## src/rtl/stripe_map_pkg.sv

```systemverilog
package stripe_map_pkg;
  localparam int unsigned NUM_COLS = 5;
  localparam int unsigned COL_W    = 3;
  localparam int unsigned POS_W    = 2;
  localparam int unsigned REM_W    = 3;

  typedef logic [COL_W-1:0] col_t;
  typedef logic [POS_W-1:0] pos_t;
  typedef logic [REM_W-1:0] rem_t;
endpackage

```

## src/rtl/mod5_fold.sv

```systemverilog
// Residue modulo five by nibble folding (16 == 1 mod 5). Valid for W <= 64.
module mod5_fold
  import stripe_map_pkg::*;
#(
  parameter int unsigned W = 30
) (
  input  logic [W-1:0] val_i,
  output rem_t         rem_o
);
  localparam int unsigned NIB   = (W + 3) / 4;
  localparam int unsigned PAD_W = NIB * 4;
  localparam int unsigned SUM_W = 4 + $clog2(NIB + 1);

  logic [PAD_W-1:0] padded;
  logic [SUM_W-1:0] nib_sum;
  logic [5:0]       fold2;
  logic [5:0]       red;

  assign padded = PAD_W'(val_i);

  always_comb begin
    nib_sum = '0;
    for (int i = 0; i < NIB; i++) begin
      nib_sum = nib_sum + SUM_W'(padded[4*i +: 4]);
    end
  end

  assign fold2 = 6'(nib_sum[3:0]) + 6'(nib_sum[SUM_W-1:4]);

  always_comb begin
    red = fold2;
    if (red >= 6'd20) red = red - 6'd20;
    if (red >= 6'd10) red = red - 6'd10;
    if (red >= 6'd5)  red = red - 6'd5;
  end

  assign rem_o = rem_t'(red);
endmodule

```

## src/rtl/parity_col.sv

```systemverilog
module parity_col
  import stripe_map_pkg::*;
(
  input  rem_t rem_i,
  output col_t par_o
);
  assign par_o = col_t'(NUM_COLS - 1) - col_t'(rem_i);
endmodule

```

## src/rtl/data_col_sel.sv

```systemverilog
// Data fills columns left to right, skipping the parity slot.
module data_col_sel
  import stripe_map_pkg::*;
(
  input  pos_t pos_i,
  input  col_t par_i,
  output col_t col_o
);
  col_t pos_ext;
  assign pos_ext = col_t'(pos_i);
  assign col_o   = (pos_ext < par_i) ? pos_ext : pos_ext + col_t'(1);
endmodule

```

## src/rtl/stripe_mapper.sv

```systemverilog
module stripe_mapper
  import stripe_map_pkg::*;
#(
  parameter int unsigned LBA_W = 32,
  localparam int unsigned ST_W = LBA_W - POS_W
) (
  input  logic            clk_i,
  input  logic            rst_ni,
  input  logic            req_valid_i,
  input  logic [LBA_W-1:0] req_lba_i,
  input  logic            qry_valid_i,
  input  logic [ST_W-1:0] qry_stripe_i,
  output logic            map_valid_o,
  output logic [ST_W-1:0] map_stripe_o,
  output col_t            map_col_o,
  output col_t            map_par_col_o,
  output logic            qry_valid_o,
  output col_t            qry_par_col_o
);
  logic [ST_W-1:0] req_stripe;
  pos_t            req_pos;
  rem_t            req_rem, qry_rem;
  col_t            req_par, req_col, qry_par;

  assign req_stripe = req_lba_i[LBA_W-1:POS_W];
  assign req_pos    = req_lba_i[POS_W-1:0];

  mod5_fold #(.W(ST_W)) u_req_mod (.val_i(req_stripe),   .rem_o(req_rem));
  mod5_fold #(.W(ST_W)) u_qry_mod (.val_i(qry_stripe_i), .rem_o(qry_rem));

  parity_col u_req_par (.rem_i(req_rem), .par_o(req_par));
  parity_col u_qry_par (.rem_i(qry_rem), .par_o(qry_par));

  data_col_sel u_col (.pos_i(req_pos), .par_i(req_par), .col_o(req_col));

  always_ff @(posedge clk_i or negedge rst_ni) begin
    if (!rst_ni) begin
      map_valid_o   <= 1'b0;
      map_stripe_o  <= '0;
      map_col_o     <= '0;
      map_par_col_o <= '0;
    end else begin
      map_valid_o <= req_valid_i;
      if (req_valid_i) begin
        map_stripe_o  <= req_stripe;
        map_col_o     <= req_col;
        map_par_col_o <= req_par;
      end
    end
  end

  always_ff @(posedge clk_i or negedge rst_ni) begin
    if (!rst_ni) begin
      qry_valid_o   <= 1'b0;
      qry_par_col_o <= '0;
    end else begin
      qry_valid_o <= qry_valid_i;
      if (qry_valid_i) qry_par_col_o <= qry_par;
    end
  end


  valid_follow_chk: assert property (@(posedge clk_i) disable iff (!rst_ni)
    req_valid_i |=> map_valid_o);


  valid_drop_chk: assert property (@(posedge clk_i) disable iff (!rst_ni)
    !req_valid_i |=> !map_valid_o);


  hold_chk: assert property (@(posedge clk_i) disable iff (!rst_ni)
    !req_valid_i |=> ($stable(map_stripe_o) && $stable(map_col_o) && $stable(map_par_col_o)));


  stripe_track_chk: assert property (@(posedge clk_i) disable iff (!rst_ni)
    req_valid_i |=> (map_stripe_o == $past(req_lba_i[LBA_W-1:POS_W])));


  col_not_parity_chk: assert property (@(posedge clk_i) disable iff (!rst_ni)
    map_valid_o |-> (map_col_o != map_par_col_o && map_col_o < col_t'(NUM_COLS)));


  parity_rotate_chk: assert property (@(posedge clk_i) disable iff (!rst_ni)
    (map_valid_o && $past(map_valid_o) && map_stripe_o != '0 &&
     map_stripe_o == ST_W'($past(map_stripe_o) + 1'b1))
    |-> (map_par_col_o == (($past(map_par_col_o) == '0) ? col_t'(NUM_COLS - 1)
                                                         : col_t'($past(map_par_col_o) - 1'b1))));


  qry_valid_chk: assert property (@(posedge clk_i) disable iff (!rst_ni)
    qry_valid_i |=> (qry_valid_o && qry_par_col_o < col_t'(NUM_COLS)));
endmodule

```

## config.mk

```make
export PLATFORM = sky130hd
export DESIGN_NAME = stripe_mapper
export DESIGN_NICKNAME = d
export VERILOG_FILES = /design/src/rtl/stripe_map_pkg.sv /design/src/rtl/mod5_fold.sv /design/src/rtl/parity_col.sv /design/src/rtl/data_col_sel.sv /design/src/rtl/stripe_mapper.sv
export SDC_FILE = /design/constraint.sdc
export NUM_CORES = 1
export LEC_CHECK = 0
export ABC_AREA = 0
export CORE_ASPECT_RATIO = 1.2
export CORE_MARGIN = 2
export CORE_UTILIZATION = 25
export DETAILED_ROUTE_END_ITERATION = 6
export SLEW_MARGIN = 20
export SYNTH_ARGS = -nofsm -noshare
export SYNTH_HDL_FRONTEND = slang
export SYNTH_SLANG_ARGS = --single-unit
```

## constraint.sdc

```tcl
create_clock -name clk_i -period 0.8 [get_ports clk_i]
set_input_delay 0.2 -clock clk_i [delete_from_list [all_inputs] [get_ports clk_i]]
set_output_delay 0.2 -clock clk_i [all_outputs]
set_load 0.1 [all_outputs]
```

======== Word-level counts from Yosys, hierarchy flattened ========
Cells that the tools add are included.
word-level totals
  register bits ........................... 41
  output and inout port bits .............. 41
  logic and storage cells ................. 45
  input bits .............................. 66
cells by class
  magnitude comparators ................... 7
  add/subtract/negate cells ............... 25
  multiplexer cells ....................... 7
operators by type and width
  operator             count
  $add 8x4->8          10
  $mux 6               4
  $add 4x4->5          4
  $add 8x2->8          2
  $ge 6x3->1 const B   2
  $ge 6x4->1 const B   2
  $ge 6x5->1 const B   2
  $sub 6x4->6 const B  2
  $sub 6x5->6 const B  2
  $mux 3               3
  $sub 3x3->3 const A  2
  $sub 3x3->3 const B  2
  $add 2x1->3 const B  1
  $lt 2x3->1           1

======== Logic depth before layout (Yosys ltp) ========
Gate-level depths: netlist of the first run.
  depth after elaboration ................. 17
  gate-level depth with buffers ........... 39
  gate-level depth less buffers ........... 39

======== Hierarchy ========
Synthesis of the first run repeated with hierarchy kept, for this count alone.
second synthesis, totals
  cells, all modules ...................... 387
  area, all modules ....................... 4,306.6 µm²
modules (own cells, without submodules)
  module                 cells each  area each (µm²)  times used  sequential area each (µm²)
  stripe_mapper          84          1,649.1          1           1,026.0
  mod5_fold (u_qry_mod)  144         1,290.0          1           0.0
  mod5_fold (u_req_mod)  140         1,208.7          1           0.0
  data_col_sel           9           86.3             1           0.0
  parity_col             5           36.3             2           0.0

======== Worst setup path after synthesis of the first run ========
No wires, ideal clock.
  path type ............................... in2reg
  start ................................... input port req_lba_i[2]
  end ..................................... register map_col_o[1]
  setup time .............................. 139 ps
  cell stages on the path ................. 37
  path buffers ............................ 0
  path slack .............................. -7,891 ps
  arrival ................................. 8,552 ps
  required time ........................... 661 ps
  path through ............................ ha_1 fa_1 xor2_1 fa_1 inv_1 fa_1 fa_1 inv_1 ha_1 a21o_1 a21oi_1 nor2b_1 o21ai_0 nand2b_1 ha_1 a21oi_1 a21oi_1 or2_2 ha_1 inv_1 ha_1 or3b_1 o221ai_2 a32o_2 a21oi_1 or2_2 ha_1 and2b_2 or4_4 nand4_4 mux2i_1 xnor2_1 ha_1 or4_2 o211ai_1 or3b_1 a31oi_1
between the ends
  word-level cells in the longest chain between the ends .. 17
  elaborated cells on any way between the ends .. 20
  those cells by class .................... 12 x add/sub; 4 x order compare; 4 x mux
ends and longest elaborated chain
  what                                              RTL line             text
  start: declaration                                stripe_mapper.sv:10  input logic [LBA_W-1:0] req_lba_i,
  $add 4x4->5 *                                     mod5_fold.sv:24      nib_sum = nib_sum + SUM_W'(padded[4*i +: 4]);
  $add 8x4->8 * (5 in series)                       mod5_fold.sv:24
  $add 8x2->8 *                                     mod5_fold.sv:24
  $add 4x4->5 *                                     mod5_fold.sv:28      assign fold2 = 6'(nib_sum[3:0]) + 6'(nib_sum[SUM_W-1:4]);
  $sub 6x5->6 / $ge 6x5->1 (equally long branches)  mod5_fold.sv:32      if (red >= 6'd20) red = red - 6'd20;
  $mux 6 *                                          mod5_fold.sv:32
  $sub 6x4->6 / $ge 6x4->1 (equally long branches)  mod5_fold.sv:33      if (red >= 6'd10) red = red - 6'd10;
  $mux 6 *                                          mod5_fold.sv:33
  $ge 6x3->1 / $sub 3x3->3 (equally long branches)  mod5_fold.sv:34      if (red >= 6'd5) red = red - 6'd5;
  $mux 3 *                                          mod5_fold.sv:34
  $sub 3x3->3 *                                     parity_col.sv:7      assign par_o = col_t'(NUM_COLS - 1) - col_t'(rem_i);
  $lt 2x3->1 *                                      data_col_sel.sv:11   assign col_o = (pos_ext < par_i) ? pos_ext : pos_ext + col_t'(1);
  $mux 3 *                                          data_col_sel.sv:11
  end signal: assignment                            stripe_mapper.sv:46  map_col_o <= req_col;
  end: declaration                                  stripe_mapper.sv:15  output col_t map_col_o,
Every way passes the cells marked *; elsewhere a longest branch is shown, timed or not.
A chain may end at the register's enable or synchronous reset.

======== Final worst setup path of the first run ========
  start ................................... input port req_lba_i[6]
  end ..................................... register map_col_o[0]
The elaborated chain is that of the path after synthesis.

==> flow_summary.json, run 1 <==
{
  "synth_seq_area_share_pct": 25.1,
  "worst_setup_hold_path_clk_slew_ns": 0.06,
  "synthTopCellsByArea": "sky130_fd_sc_hd__dfrtp_1 25%, sky130_fd_sc_hd__fa_1 20%, sky130_fd_sc_hd__ha_1 12%",
  "detail_route.wirelength_mm": 11.0,
  "number_of_rows_created_at_floorplan": 51,
  "globalRoute.totalOverflow": 0,
  "clk_path_buf_depth": 2,
  "worstSkewPairLatency_ns": 0.28,
  "postSynthNetCount": 529,
  "share_of_final_layout_standard_cells_stronger_than_drive_strength_1_pct": 54.0,
  "timing.critical_path.mode_cell": "sky130_fd_sc_hd__ha_4",
  "multiInputGateArea_um2": 3210,
  "ios": 107,
  "antenna-diode-count": 0,
  "synthesis.yosys.warnings": 0,
  "crit_required_ns": 1.00,
  "drt_iter0_markers": 98,
  "cp.arrival_ns": 8.27,
  "rrSetupSlack_ns": -0.09,
  "final_antenna_net_count": 0,
  "worst_pin_slew_ns": 0.351,
  "gr-usage-all-layers_pct": 13.0,
  "final-max-slew-violation-count": 0,
  "setup_viol": 80,
  "synth_edf_count": 0,
  "grt_pass1_vias": 3889,
  "die_width_um": 121,
  "worstPathBufferInverterCount": 8,
  "vias_per_cell": 4.34,
  "detailed_place_hpwl_mm": 9.13,
  "final_hold_viol_count": 0,
  "list_of_most_frequent_post_synthesis_cells": "82 x sky130_fd_sc_hd__inv_1, 41 x sky130_fd_sc_hd__dfrtp_1, 40 x sky130_fd_sc_hd__fa_1, 40 x sky130_fd_sc_hd__ha_1, 33 x sky130_fd_sc_hd__mux2_2",
  "violations": "negative setup slack",
  "utilization_pct": 45.5,
  "netlist_instances": 383,
  "ctsHtreeMaxLevel": 2,
  "max_freq_mhz": 124,
  "synthDominantAreaCellType": "sky130_fd_sc_hd__dfrtp_1",
  "design.die.area_um2": 17400,
  "synth_cell_types": 60,
  "hold_path.startpoint": "req_lba_i[2]",
  "timing.max_slew.rel_slack_pct": 76.3,
  "netlist_area_um2": 4080,
  "setup.worst_path.start": "req_lba_i[6]",
  "number_of_buffers_created_by_cts": 5,
  "timing.setup.tns_ns": -76.57,
  "post-route-worst-setup-slack_ns": -7.27,
  "timing.final.crit_period_ns": 8.07,
  "critical_path_launch_point_type": "primary input",
  "regArea_um2": 1180,
  "drv.max_cap_violation_count": 0,
  "nNetsFinal": 723,
  "n_fill_cell": 1476,
  "master_cell_of_the_clock_root_buffer": "sky130_fd_sc_hd__clkbuf_16",
  "cp-end-kind": "flip-flop",
  "crit_path_max_fanout": 5,
  "firstDrtPassIters": 6,
  "vertical_die_dimension_um": 144,
  "start_util_pct": 25.4,
  "grt_first_pass_wirelength_mm": 18.0,
  "critical_path.max_stage_delay_ns": 0.54,
  "grt_setup_unrepaired": "yes",
  "grt_max_degree": 25,
  "io_buffer_count": 106,
  "hp-class": "primary input to flip-flop",
  "final.period_utilization_pct": 1010,
  "finClkSkew_ns": 0,
  "fraction_of_synthesized_cell_area_taken_by_the_top_area_cell_type_pct": 25.1,
  "timing_worst_setup_path_type": "primary input to flip-flop",
  "worstReg2RegStart": "map_stripe_o[28]",
  "fin_hold_ws_ns": 0.154,
  "area.growth.synth_to_final_pct": 79.4,
  "placeableCoreArea_um2": 16100,
  "tritoncts_clock_tree": "done",
  "yosys.cell_count.top_type": "sky130_fd_sc_hd__inv_1",
  "synthArstFlopShare_pct": 100,
  "run_status": "finished, violations left",
  "worst_path_max_delay_cell": "sky130_fd_sc_hd__fa_2",
  "synthFlopType": "sky130_fd_sc_hd__dfrtp_1",
  "gp_routability_congestion": 0.815,
  "post_synth.cell_area_avg_um2": 10.7,
  "synth.ff_latch_count": 41,
  "clock_sinks": 41,
  "routed-via-count": 3432,
  "cp_top_family": "adder cells",
  "antenna_found_initial": 0,
  "drc": 0,
  "post_drt_wl_per_cell_um": 14.0
}
[cell usage in the layout, fill, tap and decap left out, types with 7 or more instances in the layout]
cell                               n
sky130_fd_sc_hd__a21o_1            9
sky130_fd_sc_hd__a21oi_2           7
sky130_fd_sc_hd__buf_12           44
sky130_fd_sc_hd__buf_4            77
sky130_fd_sc_hd__buf_6             9
sky130_fd_sc_hd__clkdlybuf4s50_1  51
sky130_fd_sc_hd__dfrtp_4          41
sky130_fd_sc_hd__fa_1             34
sky130_fd_sc_hd__ha_1             17
sky130_fd_sc_hd__ha_2              8
sky130_fd_sc_hd__ha_4             15
sky130_fd_sc_hd__inv_1            72
sky130_fd_sc_hd__inv_2            11
sky130_fd_sc_hd__mux2_2           29
sky130_fd_sc_hd__nor2_1           11
sky130_fd_sc_hd__xnor2_2           7
[logic make-up after synthesis]
logic type	share of synthesized area [%]
buffers and inverters	8.89
adder cells (fa/ha/maj)	31.9
AO/OA/AOI/OAI	11.4
AND/OR/NAND/NOR	7.54
flip-flops	25.1
multiplexers	10.1
XOR/XNOR	5.06
[metal layers]
| metal | vias up | share of wire (%) | wire length (um) | global-route usage, % |
|---|---|---|---|---|
| li1 | 1644 | - | - | - |
| met1 | 1690 | 36 | 3980 | 13.1 |
| met2 | 86 | 57 | 6340 | 26.4 |
| met3 | 12 | 4.7 | 524 | 2.42 |
| met4 | 0 | 1.8 | 194 | 4.47 |
| met5 | - | 0 | 0 | 0 |
[flip-flops by register name, indices dropped and copies added (netlist names)]
name           cells
map_stripe_o      30
map_col_o          3
map_par_col_o      3
qry_par_col_o      3
map_valid_o        1
qry_valid_o        1
[stage by stage]
stage,instance area (um^2),std cells,worst slack (ns)
2_1_floorplan,4450,383,-7.33
3_3_place_gp,6700,765,-7.89
3_5_place_dp,6700,765,-8.08
4_1_cts,7130,784,-7.25
5_1_grt,7320,790,-7.65
6_report,7320,790,-7.27
[final cells by class]
cell class	instances	share of cell area [%]
Sequential cell	41	16.1
Tap cell	212	3.62
Clock inverter	1	0.410
Clock buffer	7	1.95
Multi-Input combinational cell	252	43.9
Inverter	84	4.38
Timing Repair Buffer	193	29.6
[repair_timing]
| item | in CTS | in global routing |
|---|---|---|
| gates resized for setup | 73 | 35 |
| pin swaps | 76 | 54 |
| endpoints found under the setup margin | 80 | 80 |
| gates cloned | 0 | 0 |
| hold buffers | 1 | 0 |
| buffers inserted | 10 | 7 |
| hold endpoints to repair | 41 | 0 |
[path summary, 6_finish.rpt]
kind | endpoint | cells past startpoint
min in group asynchronous | map_stripe_o[17] | 3
worst max register to register | map_stripe_o[28] | 1
worst min register to register | map_par_col_o[0] | 2
worst min-delay path | map_stripe_o[0] | 2
max in group asynchronous | qry_par_col_o[2] | 3
worst max-delay path | map_col_o[0] | 39
Power of run 1 is left out: the tool's default activity adds up to more than one toggle a clock period on the data nets, which glitch-free logic cannot reach.
==> run 2: changes to the inputs <==
- HOLD_SLACK_MARGIN: unset -> 0.05
- MAX_ROUTING_LAYER: unset -> met4
==> flow_summary.json, run 2 (synthesis gave the netlist of run 1 again) <==
{
  "setup.worst_path.start": "req_lba_i[6]",
  "firstDrtPassIters": 4,
  "placeableCoreArea_um2": 16100,
  "worst_path_max_delay_cell": "sky130_fd_sc_hd__fa_1",
  "timing.final.crit_period_ns": 8.08,
  "finClkSkew_ns": 0,
  "worstSkewPairLatency_ns": 0.28,
  "n_fill_cell": 1433,
  "worst_setup_hold_path_clk_slew_ns": 0.06,
  "worstRegToRegCells": 2,
  "grt_setup_unrepaired": "yes",
  "grt_max_degree": 25,
  "final_antenna_net_count": 0,
  "rrSetupSlack_ns": -0.17,
  "tritoncts_clock_tree": "done",
  "layout_commonest_cell": "sky130_fd_sc_hd__buf_4",
  "final.period_utilization_pct": 1010,
  "grt_first_pass_wirelength_mm": 18.7,
  "design.die.area_um2": 17400,
  "critical_path.max_stage_delay_ns": 0.52,
  "vias_per_cell": 4.39,
  "crit_end": "map_col_o[1]",
  "most-common-layout-cells": "99 x sky130_fd_sc_hd__buf_4, 72 x sky130_fd_sc_hd__inv_1, 48 x sky130_fd_sc_hd__clkdlybuf4s50_1, 44 x sky130_fd_sc_hd__buf_12, 41 x sky130_fd_sc_hd__dfrtp_4",
  "start_util_pct": 25.4,
  "post_drt_wl_per_cell_um": 14.3,
  "crit_path_max_fanout": 5,
  "number_of_rows_created_at_floorplan": 51,
  "area.growth.synth_to_final_pct": 84.9,
  "gp_routability_congestion": 0.841,
  "worst_pin_slew_ns": 0.414,
  "ios": 107,
  "antenna_found_initial": 0,
  "largest_reg_flops": 30,
  "finalInstanceArea_um2": 7550,
  "final_hold_viol_count": 0,
  "share_of_final_layout_standard_cells_stronger_than_drive_strength_1_pct": 55.6,
  "antenna-diode-count": 0,
  "post-route-worst-setup-slack_ns": -7.28,
  "hp-class": "primary input to flip-flop",
  "gr-usage-all-layers_pct": 14.1,
  "critical_path_launch_point_type": "primary input",
  "vertical_die_dimension_um": 144,
  "ctsHtreeMaxLevel": 2,
  "master_cell_of_the_clock_root_buffer": "sky130_fd_sc_hd__clkbuf_16",
  "timing.critical_path.mode_cell": "sky130_fd_sc_hd__ha_4",
  "routed-via-count": 3570,
  "worstReg2RegEnd": "map_stripe_o[8]",
  "drc": 0,
  "worstReg2RegStart": "map_stripe_o[8]",
  "cp-end-kind": "flip-flop",
  "max_freq_mhz": 124,
  "largest_register": "map_stripe_o",
  "die_width_um": 121,
  "clock_sinks": 41,
  "timing.max_slew.rel_slack_pct": 72.3,
  "cp.arrival_ns": 8.27,
  "run_status": "finished, violations left",
  "grt_pass1_vias": 3965,
  "timing_worst_setup_path_type": "primary input to flip-flop",
  "drt_iter0_markers": 100,
  "final-max-slew-violation-count": 0,
  "io_buffer_count": 106,
  "globalRoute.totalOverflow": 0,
  "detailed_place_hpwl_mm": 9.10,
  "drv.max_cap_violation_count": 0,
  "nNetsFinal": 746,
  "crit_required_ns": 0.99,
  "clk_path_buf_depth": 2,
  "violations": "negative setup slack",
  "dpl_cell_area_um2": 6690,
  "number_of_buffers_created_by_cts": 5,
  "setup_viol": 80,
  "detail_route.wirelength_mm": 11.6
}
run 2: area by class of cell:
cell class | count | area (um^2) | area share [%]
Clock buffer | 7 | 143 | 1.89
Clock inverter | 1 | 30.0 | 0.398
Inverter | 84 | 323 | 4.28
Multi-Input combinational cell | 252 | 3250 | 43.1
Sequential cell | 41 | 1180 | 15.6
Tap cell | 212 | 265 | 3.52
Timing Repair Buffer | 216 | 2350 | 31.2
run 2: routing by layer:
layer | routed length [um] | vias to the layer above | track usage (%)
met5 | 0 | - | -
met4 | 231 | 0 | 4.83
met3 | 403 | 16 | 1.83
met2 | 6750 | 95 | 28.0
met1 | 4240 | 1764 | 14.0
li1 | - | 1695 | -
run 2: worst min-delay path by stage:
stage / start / end / cells after the start
floorplan: rst_ni / map_col_o[0] / 0
global placement: rst_ni / map_stripe_o[22] / 2
detailed placement: rst_ni / map_stripe_o[18] / 2
CTS: req_lba_i[6] / map_stripe_o[4] / 2
global route: req_lba_i[6] / map_stripe_o[4] / 2
finish: req_lba_i[6] / map_stripe_o[4] / 2
run 2: metrics by stage:
step	hold slack, ns	instances	setup slack [ns]	TNS [ns]	utilization (%)
final	0.160	813	-7.28	-76.65	46.9
after global placement	0.162	764	-7.90	-75.30	41.6
after floorplan	-0.0956	383	-7.33	-66.85	-
after CTS	0.150	802	-7.35	-77.88	45.2
after global routing	0.155	813	-7.62	-80.89	46.9
after detailed placement	0.164	764	-8.16	-77.64	41.6
run 2: repair_timing:
item / in CTS / in global routing
setup buffers: 34 / 14
resized for setup: 78 / 36
hold endpoints to repair: 41 / 0
endpoints found under the setup margin: 80 / 80
pin swaps: 78 / 56
hold buffers: 1 / 0
run 2: critical path: cells and delay by family:
family                   cells  cell delay (ns)
multiplexers                 1             0.22
adder cells (fa/ha/maj)     11             3.33
AND/OR/NAND/NOR             11             2.55
XOR/XNOR                     2             0.31
buffers and inverters        4             0.25
AO/OA/AOI/OAI                9             1.41
Power of run 2 is left out for the same reason.
==> run 3: changes to the inputs <==
- SKIP_LAST_GASP: unset -> 1
==> flow_summary.json, run 3 (synthesis gave the netlist of run 1 again) <==
{
  "run_status": "finished, violations left",
  "violations": "negative setup slack",
  "nNetsFinal": 747,
  "hold_path.startpoint": "req_lba_i[6]",
  "worst_path_max_delay_cell": "sky130_fd_sc_hd__fa_1",
  "largest_register": "map_stripe_o",
  "firstDrtPassIters": 4,
  "routed-via-count": 3575,
  "timing_worst_setup_path_type": "primary input to flip-flop",
  "detailed_place_hpwl_mm": 9.10,
  "timing.final.crit_period_ns": 8.06,
  "final_hold_viol_count": 0,
  "final-max-slew-violation-count": 0,
  "worst_pin_slew_ns": 0.408,
  "grt_pass1_vias": 3949,
  "vias_per_cell": 4.39,
  "post_route_m1_wl_mm": 4.24,
  "timing.critical_path.mode_cell": "sky130_fd_sc_hd__ha_4",
  "n_fill_cell": 1432,
  "critical_path_launch_point_type": "primary input",
  "detail_route.wirelength_mm": 11.5,
  "antenna_found_initial": 0,
  "master_cell_of_the_clock_root_buffer": "sky130_fd_sc_hd__clkbuf_16",
  "vertical_die_dimension_um": 144,
  "drv.max_cap_violation_count": 0,
  "tritoncts_clock_tree": "done",
  "start_util_pct": 25.4,
  "final.period_utilization_pct": 1010,
  "met3WireLength_um": 393,
  "crit_required_ns": 0.99,
  "detailroute.wirelength.met2_mm": 6.66,
  "globalRoute.totalOverflow": 0,
  "placeableCoreArea_um2": 16100,
  "dpl_cell_area_um2": 6690,
  "largest_reg_flops": 30,
  "setup.worst_path.start": "req_lba_i[6]",
  "hp-class": "primary input to flip-flop",
  "grt_max_degree": 25,
  "gp_routability_congestion": 0.841,
  "grt_first_pass_wirelength_mm": 18.7,
  "share_of_final_layout_standard_cells_stronger_than_drive_strength_1_pct": 55.5,
  "number_of_buffers_created_by_cts": 5,
  "finClkSkew_ns": 0,
  "max_freq_mhz": 124,
  "antenna-diode-count": 0,
  "io_buffer_count": 106,
  "die_width_um": 121,
  "timing.max_slew.rel_slack_pct": 72.7,
  "cp-end-kind": "flip-flop",
  "cp.arrival_ns": 8.25,
  "gr-usage-all-layers_pct": 14.1,
  "critical_path.max_stage_delay_ns": 0.52,
  "finalInstanceArea_um2": 7550,
  "final_antenna_net_count": 0,
  "clk_path_buf_depth": 2,
  "layout_commonest_cell": "sky130_fd_sc_hd__buf_4",
  "maxUsedRoutingLayer": "met4",
  "timing.setup.tns_ns": -76.62,
  "drc": 0,
  "ios": 107,
  "setup_viol": 80,
  "worstReg2RegStart": "map_stripe_o[8]",
  "worst_setup_hold_path_clk_slew_ns": 0.06,
  "worstSkewPairLatency_ns": 0.28,
  "fin_hold_ws_ns": 0.158,
  "most-common-layout-cells": "101 x sky130_fd_sc_hd__buf_4, 72 x sky130_fd_sc_hd__inv_1, 48 x sky130_fd_sc_hd__clkdlybuf4s50_1, 44 x sky130_fd_sc_hd__buf_12, 41 x sky130_fd_sc_hd__dfrtp_4",
  "ctsHtreeMaxLevel": 2,
  "area.growth.synth_to_final_pct": 85.0,
  "number_of_rows_created_at_floorplan": 51,
  "grt_setup_unrepaired": "yes",
  "crit_path_max_fanout": 5,
  "post_drt_wl_per_cell_um": 14.2,
  "drt_iter0_markers": 78,
  "design.die.area_um2": 17400,
  "post-route-worst-setup-slack_ns": -7.26,
  "clock_sinks": 41
}
==> run 3: changes by cell type in the layout (fill, tap and decap cells not counted), sizes merged <==
cell,before,now
buf,160,161
==> run 3: routing by layer <==
layer | vias to the layer above | track usage [%]
met5 | - | -
met4 | 0 | 4.71
met3 | 18 | 1.83
met2 | 89 | 27.9
met1 | 1771 | 14.0
li1 | 1697 | -
==> run 3: layout make-up <==
class	instances	area [um^2]	share of cell area [%]
sequential	41	1180	15.6
tap	212	265	3.51
multi-input combinational	252	3250	43.0
clock inverter	1	30.0	0.398
inverter	84	323	4.28
timing repair buffer	217	2360	31.2
clock buffer	7	143	1.89
==> run 3: worst max-delay path: cells and delay by family <==
| kind | cells | cell delay [ns] |
|---|---|---|
| AOI/OAI and AO/OA | 9 | 1.41 |
| xor gates and xnor gates | 2 | 0.31 |
| adders and majority gates | 11 | 3.32 |
| buffers and inverters | 4 | 0.25 |
| muxes | 1 | 0.22 |
| and+or+nand+nor | 11 | 2.54 |
==> run 3: final timing paths <==
path | slack, ns | to | depth (start not counted)
max in group asynchronous | 0.11 | qry_par_col_o[2] | 3
worst max register to register | -0.17 | map_stripe_o[8] | 2
worst max-delay path | -7.26 | map_col_o[1] | 38
min in group asynchronous | 0.40 | map_stripe_o[26] | 3
worst min-delay path | 0.16 | map_stripe_o[4] | 2
worst min register to register | 0.58 | map_par_col_o[2] | 2
==> run 3: per-stage QoR <==
stage / setup slack (ns) / instances / utilization (%)
3_5_place_dp: -8.16 / 764 / 41.6
5_1_grt: -7.60 / 814 / 46.9
4_1_cts: -7.35 / 802 / 45.1
2_1_floorplan: -7.33 / 383 / -
3_3_place_gp: -7.90 / 764 / 41.6
6_report: -7.26 / 814 / 46.9
==> run 3: repair_timing <==
item / in CTS / in global routing
setup endpoints to repair: 80 / 80
hold buffers: 1 / 0
endpoints found under the hold margin: 41 / 0
resized for setup: 77 / 35
pin swaps: 78 / 59
setup buffers: 34 / 15
Power of run 3 is left out for the same reason.
